<file path="src/rtl/mpu_pkg.sv">
package mpu_pkg;
  localparam int unsigned ADDR_W = 32;
  localparam int unsigned SIZE_W = 5;

  typedef enum logic [1:0] {
    FLT_NONE = 2'b00,
    FLT_BG   = 2'b01,
    FLT_PERM = 2'b10
  } fault_e;

  typedef enum logic [1:0] {
    MT_UNCACHED  = 2'b00,
    MT_CACHEABLE = 2'b01,
    MT_DEVICE    = 2'b10
  } mtype_e;

  typedef struct packed {
    logic               en;
    logic [ADDR_W-1:0]  base;
    logic [SIZE_W-1:0]  size;
    logic [3:0]         perm;
    logic               xn;
    logic [1:0]         mtype;
    logic               shared;
  } region_t;
endpackage

</file>
<file path="src/rtl/mpu_region_table.sv">
module mpu_region_table
  import mpu_pkg::*;
#(
  parameter int unsigned NREG = 16,
  localparam int unsigned IDXW = $clog2(NREG)
) (
  input  logic              clk,
  input  logic              rst_n,
  input  logic              we_i,
  input  logic [IDXW-1:0]   idx_i,
  input  region_t           ent_i,
  output region_t           regs_o [NREG]
);
  region_t regs_q [NREG];
  region_t regs_d [NREG];

  always_comb begin
    for (int i = 0; i < NREG; i++) begin
      regs_d[i] = regs_q[i];
      if (we_i && (idx_i == IDXW'(i))) regs_d[i] = ent_i;
    end
  end

  always_ff @(posedge clk or negedge rst_n) begin
    if (!rst_n) begin
      for (int i = 0; i < NREG; i++) regs_q[i] <= '0;
    end else begin
      for (int i = 0; i < NREG; i++) regs_q[i] <= regs_d[i];
    end
  end

  assign regs_o = regs_q;

  p_write_lands_r2: assert property (@(posedge clk) disable iff (!rst_n)
    we_i |=> (regs_q[$past(idx_i)] == $past(ent_i)));
endmodule

</file>
<file path="src/rtl/mpu_lookup.sv">
module mpu_lookup
  import mpu_pkg::*;
#(
  parameter int unsigned NREG = 16,
  localparam int unsigned IDXW = $clog2(NREG),
  localparam int unsigned MIN_SZ = 4
) (
  input  logic              clk,
  input  logic              rst_n,
  input  region_t           regs_i [NREG],
  input  logic              req_i,
  input  logic [ADDR_W-1:0] addr_i,
  input  logic              write_i,
  input  logic              priv_i,
  input  logic              fetch_i,
  output logic              rsp_valid_o,
  output logic              permit_o,
  output logic [1:0]        fault_o,
  output logic [IDXW-1:0]   region_o,
  output logic [1:0]        mtype_o,
  output logic              shared_o
);
  logic [NREG-1:0] hit;

  for (genvar g = 0; g < NREG; g++) begin : g_match
    logic [SIZE_W-1:0] sz_eff;
    logic [ADDR_W-1:0] care;
    always_comb begin
      sz_eff = (regs_i[g].size < SIZE_W'(MIN_SZ)) ? SIZE_W'(MIN_SZ) : regs_i[g].size;
      care   = {ADDR_W{1'b1}} << ({1'b0, sz_eff} + 6'd1);
    end
    assign hit[g] = regs_i[g].en && (((addr_i ^ regs_i[g].base) & care) == '0);
  end

  logic            any_d;
  logic [IDXW-1:0] sel_d;
  region_t         ent;
  logic            rd_ok, wr_ok, allow;
  logic            permit_d, shared_d;
  logic [1:0]      fault_d, mtype_d;
  logic [IDXW-1:0] region_d;

  always_comb begin
    any_d = 1'b0;
    sel_d = '0;
    for (int i = 0; i < NREG; i++) begin
      if (hit[i]) begin
        any_d = 1'b1;
        sel_d = IDXW'(i);
      end
    end
    ent   = regs_i[sel_d];
    rd_ok = priv_i ? ent.perm[0] : ent.perm[2];
    wr_ok = priv_i ? ent.perm[1] : ent.perm[3];
    if (fetch_i) allow = rd_ok && !ent.xn;
    else         allow = write_i ? wr_ok : rd_ok;

    if (!any_d) begin
      permit_d = 1'b0;
      fault_d  = FLT_BG;
      region_d = '0;
      mtype_d  = MT_UNCACHED;
      shared_d = 1'b0;
    end else begin
      permit_d = allow;
      fault_d  = allow ? FLT_NONE : FLT_PERM;
      region_d = sel_d;
      mtype_d  = ent.mtype;
      shared_d = ent.shared;
    end
  end

  always_ff @(posedge clk or negedge rst_n) begin
    if (!rst_n) begin
      rsp_valid_o <= 1'b0;
      permit_o    <= 1'b0;
      fault_o     <= FLT_NONE;
      region_o    <= '0;
      mtype_o     <= MT_UNCACHED;
      shared_o    <= 1'b0;
    end else begin
      rsp_valid_o <= req_i;
      if (req_i) begin
        permit_o <= permit_d;
        fault_o  <= fault_d;
        region_o <= region_d;
        mtype_o  <= mtype_d;
        shared_o <= shared_d;
      end
    end
  end

  p_rsp_follows_req_r10: assert property (@(posedge clk) disable iff (!rst_n)
    req_i |=> rsp_valid_o);
  p_no_stray_rsp_r10: assert property (@(posedge clk) disable iff (!rst_n)
    !req_i |=> !rsp_valid_o);
  p_bg_clean_r6: assert property (@(posedge clk) disable iff (!rst_n)
    (rsp_valid_o && fault_o == FLT_BG) |-> (!permit_o && region_o == '0 && mtype_o == MT_UNCACHED && !shared_o));
  p_fault_legal_r7: assert property (@(posedge clk) disable iff (!rst_n)
    rsp_valid_o |-> ($onehot0(fault_o) && (permit_o == (fault_o == FLT_NONE))));
  p_disabled_never_hits_r4: assert property (@(posedge clk) disable iff (!rst_n)
    (any_d && req_i) |=> (fault_o != FLT_BG));
endmodule

</file>
<file path="src/rtl/mpu_prio_guard.sv">
module mpu_prio_guard
  import mpu_pkg::*;
#(
  parameter int unsigned NREG = 16,
  localparam int unsigned IDXW = $clog2(NREG)
) (
  input  logic              clk,
  input  logic              rst_n,
  input  logic              cfg_we,
  input  logic [IDXW-1:0]   cfg_idx,
  input  logic [31:0]       cfg_base,
  input  logic [4:0]        cfg_size,
  input  logic              cfg_en,
  input  logic [3:0]        cfg_perm,
  input  logic              cfg_xn,
  input  logic [1:0]        cfg_mtype,
  input  logic              cfg_shared,
  input  logic              ls_req,
  input  logic [31:0]       ls_addr,
  input  logic              ls_write,
  input  logic              ls_priv,
  output logic              ls_rsp_valid,
  output logic              ls_permit,
  output logic [1:0]        ls_fault,
  output logic [IDXW-1:0]   ls_region,
  output logic [1:0]        ls_mtype,
  output logic              ls_shared,
  input  logic              pf_req,
  input  logic [31:0]       pf_addr,
  input  logic              pf_priv,
  output logic              pf_rsp_valid,
  output logic              pf_permit,
  output logic [1:0]        pf_fault,
  output logic [IDXW-1:0]   pf_region,
  output logic [1:0]        pf_mtype,
  output logic              pf_shared
);
  logic [1:0] rst_sync_q;
  logic       rst_n_s;

  always_ff @(posedge clk or negedge rst_n) begin
    if (!rst_n) rst_sync_q <= 2'b00;
    else        rst_sync_q <= {rst_sync_q[0], 1'b1};
  end
  assign rst_n_s = rst_sync_q[1];

  region_t ent_w;
  region_t regs [NREG];

  assign ent_w = '{en: cfg_en, base: cfg_base, size: cfg_size, perm: cfg_perm,
                   xn: cfg_xn, mtype: cfg_mtype, shared: cfg_shared};

  mpu_region_table #(.NREG(NREG)) table_i (
    .clk(clk), .rst_n(rst_n_s), .we_i(cfg_we), .idx_i(cfg_idx),
    .ent_i(ent_w), .regs_o(regs)
  );

  mpu_lookup #(.NREG(NREG)) ls_look_i (
    .clk(clk), .rst_n(rst_n_s), .regs_i(regs),
    .req_i(ls_req), .addr_i(ls_addr), .write_i(ls_write), .priv_i(ls_priv), .fetch_i(1'b0),
    .rsp_valid_o(ls_rsp_valid), .permit_o(ls_permit), .fault_o(ls_fault),
    .region_o(ls_region), .mtype_o(ls_mtype), .shared_o(ls_shared)
  );

  mpu_lookup #(.NREG(NREG)) pf_look_i (
    .clk(clk), .rst_n(rst_n_s), .regs_i(regs),
    .req_i(pf_req), .addr_i(pf_addr), .write_i(1'b0), .priv_i(pf_priv), .fetch_i(1'b1),
    .rsp_valid_o(pf_rsp_valid), .permit_o(pf_permit), .fault_o(pf_fault),
    .region_o(pf_region), .mtype_o(pf_mtype), .shared_o(pf_shared)
  );

  p_reset_quiet_r1: assert property (@(posedge clk) disable iff (!rst_n_s)
    $rose(rst_n_s) |-> (!ls_rsp_valid && !pf_rsp_valid));
endmodule

</file>
<file path="config.mk">
export PLATFORM = sky130hd
export DESIGN_NAME = mpu_prio_guard
export DESIGN_NICKNAME = d
export VERILOG_FILES = /design/src/rtl/mpu_pkg.sv /design/src/rtl/mpu_region_table.sv /design/src/rtl/mpu_lookup.sv /design/src/rtl/mpu_prio_guard.sv
export SDC_FILE = /design/constraint.sdc
export NUM_CORES = 2
export LEC_CHECK = 0
export BUFFER_PORTS_ARGS = -buffer_cell sky130_fd_sc_hd__buf_4
export CAP_MARGIN = 10
export CELL_PAD_IN_SITES_DETAIL_PLACEMENT = 1
export CELL_PAD_IN_SITES_GLOBAL_PLACEMENT = 1
export CORE_MARGIN = 5
export CORE_UTILIZATION = 55
export DETAILED_ROUTE_END_ITERATION = 10
export HOLD_SLACK_MARGIN = 0.12
export PLACE_DENSITY = 0.91
export RECOVER_POWER = 50
export SETUP_SLACK_MARGIN = 0.1
export SLEW_MARGIN = 5
export SYNTH_ARGS = -nofsm -noshare
export SYNTH_HDL_FRONTEND = slang
export SYNTH_SLANG_ARGS = --single-unit
</file>
<file path="constraint.sdc">
create_clock -name clk -period 55 [get_ports clk]
set_input_delay 2.75 -clock clk [delete_from_list [all_inputs] [get_ports clk]]
set_output_delay 2.75 -clock clk [all_outputs]
set_load 0.1 [all_outputs]
</file>
# After elaboration in Yosys (flattened, before gate mapping)
# Cells that the tools add are included.
op_classes:
  n_addsub: 16
  n_mul: 0
  div_mod_pow: 0
  order_cmp: 18
  n_eq_ne: 15
  shifts: 16
  mux: 100
  bitwise: 66
  n_reduce_logical: 83
op_table:
  columns: ["cell", "n"]
  rows:
  - ["$and 32x32->32", 32]
  - ["$logic_not 32->1", 32]
  - ["$xor 32x32->32", 32]
  - ["$shl 32x6->32 const A", 16]
  - ["$bmux 46 s4", 2]
  - ["$add 5x1->6 const B", 16]
  - ["$lt 5x3->1 const B", 16]
  - ["$mux 5", 16]
  - ["$mux 4", 18]
  - ["$logic_and 1x1->1", 49]
  - ["$mux 1", 42]
  - ["$eq 4x4->1 const B", 8]
  - ["$mux 3", 8]
  - ["$mux 2", 10]
  - ["$eq 4x3->1 const B", 4]
  - ["$mux 8", 2]
  - ["$mux 7", 2]
  - ["$ge 5x5->1 const B", 2]
  - ["$not 4->5", 2]
  - ["$eq 4x2->1 const B", 2]
  - ["$eq 4x1->1 const B", 1]
  - ["$logic_not 4->1", 1]
  - ["$logic_not 1->1", 1]
word_totals:
  reg_bits: 760
  latch_bits: 0
  ram_bits: 0
  romBits: 0
  inputBits: 122
  output_inout_bits: 22
  word_cells: 439
  mem_count: 0

# Longest topological paths before layout
depth:
  word_depth: 30
  ltp_mapped: 26
  depth_no_buf: 20

# Cells and area by module
# Synthesis repeated with hierarchy kept, for this count alone.
hier_totals:
  cells_unflattened: 5487
  hier_area_um2: 55529.5
by_module_without_submodules:
  columns: ["mod", "instances", "cells_each", "area_each_um2", "seq_area_each_um2"]
  rows:
  - ["mpu_region_table", 1, 1614, 27396.3, 18417.7]
  - ["mpu_lookup (pf_look_i)", 1, 1971, 14212.4, 275.3]
  - ["mpu_lookup (ls_look_i)", 1, 1898, 13863.3, 275.3]
  - ["mpu_prio_guard", 1, 4, 57.6, 50.0]

# Worst setup path after synthesis
# OpenSTA, ideal clock, no wires.
synth_path:
  path_kind: "input to register"
  startpoint: "input port ls_addr[28]"
  endpoint: "register ls_look_i.permit_o"
  t_arrival_ns: 6.430
  required_time_ns: 54.874
  slack_ns: 48.443
  stages: 17
  n_path_buf: 4
  path_cell_list: "buf_2 buf_1 xor2_1 a211o_1 a221oi_1 nand4_1 nor4_1 o21ai_0 o2111ai_1 and2_1 clkbuf_1 buf_2 mux2_2 o21ai_0 o21a_1 o32ai_1 a221o_1"
synth_via:
  elab_chain_cells: 26
  elab_cells_between_ends: 103
synth_rtl:
  columns: ["item", "line_no", "text"]
  rows:
  - ["start: declaration", "mpu_prio_guard.sv:19", "input logic [31:0] ls_addr,"]
  - ["$xor 32x32->32", "mpu_lookup.sv:32", "assign hit[g] = regs_i[g].en && (((addr_i ^ regs_i[g].base) & care) == '0);"]
  - ["$and 32x32->32", "mpu_lookup.sv:32", null]
  - ["$logic_not 32->1", "mpu_lookup.sv:32", null]
  - ["$logic_and 1x1->1", "mpu_lookup.sv:32", null]
  - ["$mux 1", "mpu_lookup.sv:47", "if (hit[i]) begin"]
  - ["$mux 2 (2 in series)", "mpu_lookup.sv:47", null]
  - ["$mux 3 (4 in series)", "mpu_lookup.sv:47", null]
  - ["$mux 4 (8 in series)", "mpu_lookup.sv:47", null]
  - ["$not 4->5 (not written as such)", "mpu_lookup.sv:52", "ent = regs_i[sel_d];"]
  - ["$bmux 46 s4", "mpu_lookup.sv:52", null]
  - ["$mux 8 (not written as such) (2 in series)", "mpu_lookup.sv:52", null]
  - ["$mux 1 (on tied branches)", "mpu_lookup.sv:53, mpu_lookup.sv:54", null]
  - ["$mux 1", "mpu_lookup.sv:56", "else allow = write_i ? wr_ok : rd_ok;"]
  - ["$mux 1 (*)", "mpu_lookup.sv:58", "if (!any_d) begin"]
  - ["end signal: assignment", "mpu_lookup.sv:84", "permit_o <= permit_d;"]
  - ["end: declaration", "mpu_lookup.sv:17", "output logic permit_o,"]
# Mark *: on every way between the ends. The rest lies on a longest branch, timed or not. The select of a mux whose other input is x is not followed.
# A chain may end at the register's enable or synchronous reset.

==> out/results.txt <==
The run finished, with violations left. The final reports fail on capacitance limit, slew limit. After detailed routing, the average wire length per cell comes to 39.2 um.

The synthesized design devotes to its leading area cell type 35.8% of total area. Setup slack on the worst reg-to-reg path comes out at 44770 ps. Yosys instantiated no cell more often than sky130_fd_sc_hd__dfrtp_1.

In this run, post-CTS repair resized a total of 0 instances. The number of slew-limit violations in the final report is 896. Routability-driven placement finished with a final weighted congestion of 1.01.

Setup repair after global routing left no endpoint under its margin. The logs give -409% for the tightest slew margin relative to the limit and 35.8% for the portion of the post-synthesis area used by sequential elements. The tools report the count of antenna-violating nets left after detailed routing as 0. In this run the worst hold path is classified as register to register.

The required time of the critical path is 55080 ps. The complex-gate fraction of the synthesized area is 14.1%. For the maximum clock rate, the log shows 0.0978 GHz.

The number of buffers created by CTS was 87. The tree is rooted in a sky130_fd_sc_hd__clkbuf_16. The tools report the setup clock skew after layout as 30.4 ps. The most critical setup path has its endpoint at table_i.regs_o[241].

Count of hold buffers inserted by post-cts repair: 0. The standard cell core area came out at 0.0963 mm2. The first detailed-routing pass ran for 8 iterations.

The startpoint of the most critical register-to-register path was rst_sync_q[1]. Counting every instance in the synthesized netlist gives 5303. The overall fraction of global-route tracks in use was 48.3%. The post-synthesis simple-gate area fraction was 9.81%. The die boundary width came out at 321 um. The tools report the latest clock arrival within the worst-skew pair as 700 ps. For the maximum resistive drop on vdd, the log shows 31.6 uV. The synthesis warning total came out at 0. STA puts the critical path data arrival time at 10310 ps.

The number of global-route vias before repair was 49464. The tool flagged a number of max-cap violations equal to 15. For the worst flop-to-flop path, the logic depth is 3. The combinational family with the most area after synthesis was multiplexers. In this run, synthesis inferred 0 flip-flops with an integrated enable.

In the synthesized netlist, the cells that appear most often are sky130_fd_sc_hd__dfrtp_1 (760), sky130_fd_sc_hd__mux2_2 (755), sky130_fd_sc_hd__xnor2_1 (559), sky130_fd_sc_hd__xor2_1 (505), sky130_fd_sc_hd__clkbuf_1 (249). The number of setup buffers added after CTS is 0. The leakage power total came out at 23.4 nW. The final design instance area without fill is 0.0577 mm2, and the unique cell type count in the Yosys netlist is 97.

TritonCTS built the clock tree. The run gives 48767 as the total number of vias. The number of antenna violations at the first check in global routing is 27.

Each instance of the synthesized netlist takes up on average 10.0 um2. The tools report the total congestion overflow as 0. The tools report the first element of the critical path as rst_sync_q[1].

Of the cells placed in the final design, the portion with a size suffix greater than 1 is 21.9%. The run gives 144 as the number of top-level pins. The instance area after placement came out at 0.0547 mm2. In this run the tool buffered the top-level ports with 143 buffer cells. The endpoint of the worst-slack reg-to-reg timing path is table_i.regs_o[241]. The longest clock path from root to sink contains 3 buffers. Of the total synthesized cell area, the portion taken by full adders, half adders and majority gates is 1.53%. The first global-routing pass estimated 362000 um of wire. The transition time at the pin with the least slew margin is 7640 ps, and the number of placement rows is 114.

Entering global routing, the biggest net connects 142 pins. Number of nets at the end of the flow: 5386. The clock slew at the register clock pins of the worst setup and hold paths is 60 ps. In this run the power density over the cells is 43.1 mW/mm2. The share of synthesized registers carrying an async set or reset came out at 100%. The via count normalized by instance count was 7.43.

The wire length reported by the detailed router was 257000 um; the final hold violation count was 0. Leading register cell type out of synthesis: sky130_fd_sc_hd__dfrtp_1. The total half-perimeter wirelength after legalization and detailed placement is 158000 um, and the minimum period implied by the final worst setup slack is 10230 ps. The run gives 55.2% as the starting density of the core.

The number of clock sinks was 760. The tools report the kind of end point of the critical path as an async pin. Setup violations remaining at the end of the flow were counted as 0. Summing internal, switching and leakage power gives 2.49 mW. The combined area of all synthesized cells was 0.0531 mm2; the synthesized netlist net count was 5489. The post-synthesis mux area share works out to 17.7%. For this block, the initial DRC count from the detailed router was 6885. Yosys attributes the largest share of cell area to sky130_fd_sc_hd__dfrtp_1 (36%), sky130_fd_sc_hd__mux2_2 (16%), sky130_fd_sc_hd__xnor2_1 (9.2%). After Yosys synthesis, XOR and XNOR cells account for 17.6% of the synthesized area.

STA classifies the critical path startpoint as a register. The run gives 0 as the DRC violations left. The dominant cell type by area after synthesis is sky130_fd_sc_hd__dfrtp_1. Category of the most critical setup path: register to async pin. The H-tree level count was 3; the die area was 0.103 mm2. Adding up every negative setup slack in the final design gives 0 ps. Compared with the post-synthesis result, the final layout area differs by 8.57%.

The die is 321 um tall. The highest fanout seen on the critical path works out to 77. The final cycle utilization of the critical path is 18.6%.

The number of storage elements in the synthesis netlist was 760.
==> state kept, by name, summed over array words and instances (netlist names), 2 cells and up <==
register	cells
pf_look_i.mtype_o	2
pf_look_i.region_o	4
ls_look_i.region_o	4
rst_sync_q	2
ls_look_i.fault_o	2
pf_look_i.fault_o	2
ls_look_i.mtype_o	2
table_i.regs_o	736
==> placed cells by master, fill, tap and decap left out, types with 96 or more instances in the layout <==
cell type	Yosys	routed
sky130_fd_sc_hd__dfrtp_1	760	760
sky130_fd_sc_hd__inv_1	96	96
sky130_fd_sc_hd__nand3_1	98	98
sky130_fd_sc_hd__xor2_1	505	505
sky130_fd_sc_hd__nor2_1	196	189
sky130_fd_sc_hd__a21oi_1	210	210
sky130_fd_sc_hd__xnor2_1	559	559
sky130_fd_sc_hd__mux2_2	755	754
sky130_fd_sc_hd__buf_4	3	166
sky130_fd_sc_hd__o22ai_1	102	102
sky130_fd_sc_hd__nand2_1	219	218
sky130_fd_sc_hd__o21ai_0	217	217
==> through the flow <==
stage               setup slack (ps)  instances  utilization (%)  hold WS [ps]
detailed placement             46640       6387             56.8           328
global route                   43060       6547             59.9           375
CTS                            47040       6541             60.0           340
finish                         44770       6564             59.9           358
global placement               47000       6387             56.8           322
floorplan                      32250       5303                -           331
==> worst min path at each step <==
stage	slack [ps]	depth (start not counted)	end	from
2_1_floorplan	330	0	rst_sync_q[1]	rst_sync_q[0]
3_3_place_gp	320	0	table_i.regs_o[368]	rst_sync_q[1]
3_5_place_dp	330	0	table_i.regs_o[414]	rst_sync_q[1]
4_1_cts	340	0	table_i.regs_o[368]	rst_sync_q[1]
5_1_grt	370	0	rst_sync_q[1]	rst_sync_q[0]
6_report	360	0	rst_sync_q[1]	rst_sync_q[0]
==> routing by layer <==
| metal | part of all wire (%) | global-route usage [%] | wire [um] |
|---|---|---|---|
| met3 | 14 | 16.5 | 36600 |
| met4 | 10 | 37.7 | 26400 |
| met1 | 35 | 60.8 | 90700 |
| met2 | 40 | 67.7 | 103000 |
| met5 | 0.021 | 0 | 53 |
==> where the power goes <==
group | leakage, nW | switching (mW) | internal, mW
Clock | 1.47 | 0.260 | 0.373
Sequential | 9.33 | 0.177 | 0.686
Combinational | 12.6 | 0.593 | 0.400
Total | 23.4 | 1.03 | 1.46
==> critical path, stage by stage, from the launching register on <==
cell and delay, ps:
sky130_fd_sc_hd__dfrtp_1 1470, sky130_fd_sc_hd__clkbuf_1 2280, sky130_fd_sc_hd__clkbuf_1 3300, sky130_fd_sc_hd__clkbuf_1 2380
==> area by class of cell <==
class	instances	area [um2]
fill	10349	38600
tap	1276	1600
antenna	23	57.6
timing repair buffer	182	1310
inverter	98	368
multi-input combinational	4071	32300
sequential	760	19000
clock buffer	124	2550
clock inverter	30	452
==> kinds of logic (layout without fill, tap and decap cells) <==
| family | after synthesis | after routing |
|---|---|---|
| AOI/OAI and AO/OA | 1100 | 1100 |
| xor gates and xnor gates | 1065 | 1065 |
| and+or+nand+nor | 1012 | 1012 |
| muxes | 828 | 828 |
| DFF | 760 | 760 |
| buffers and inverters | 472 | 434 |
| adders and majority gates | 65 | 65 |
| other | 1 | 24 |
Note: power is estimated with default switching activity, not from simulation.
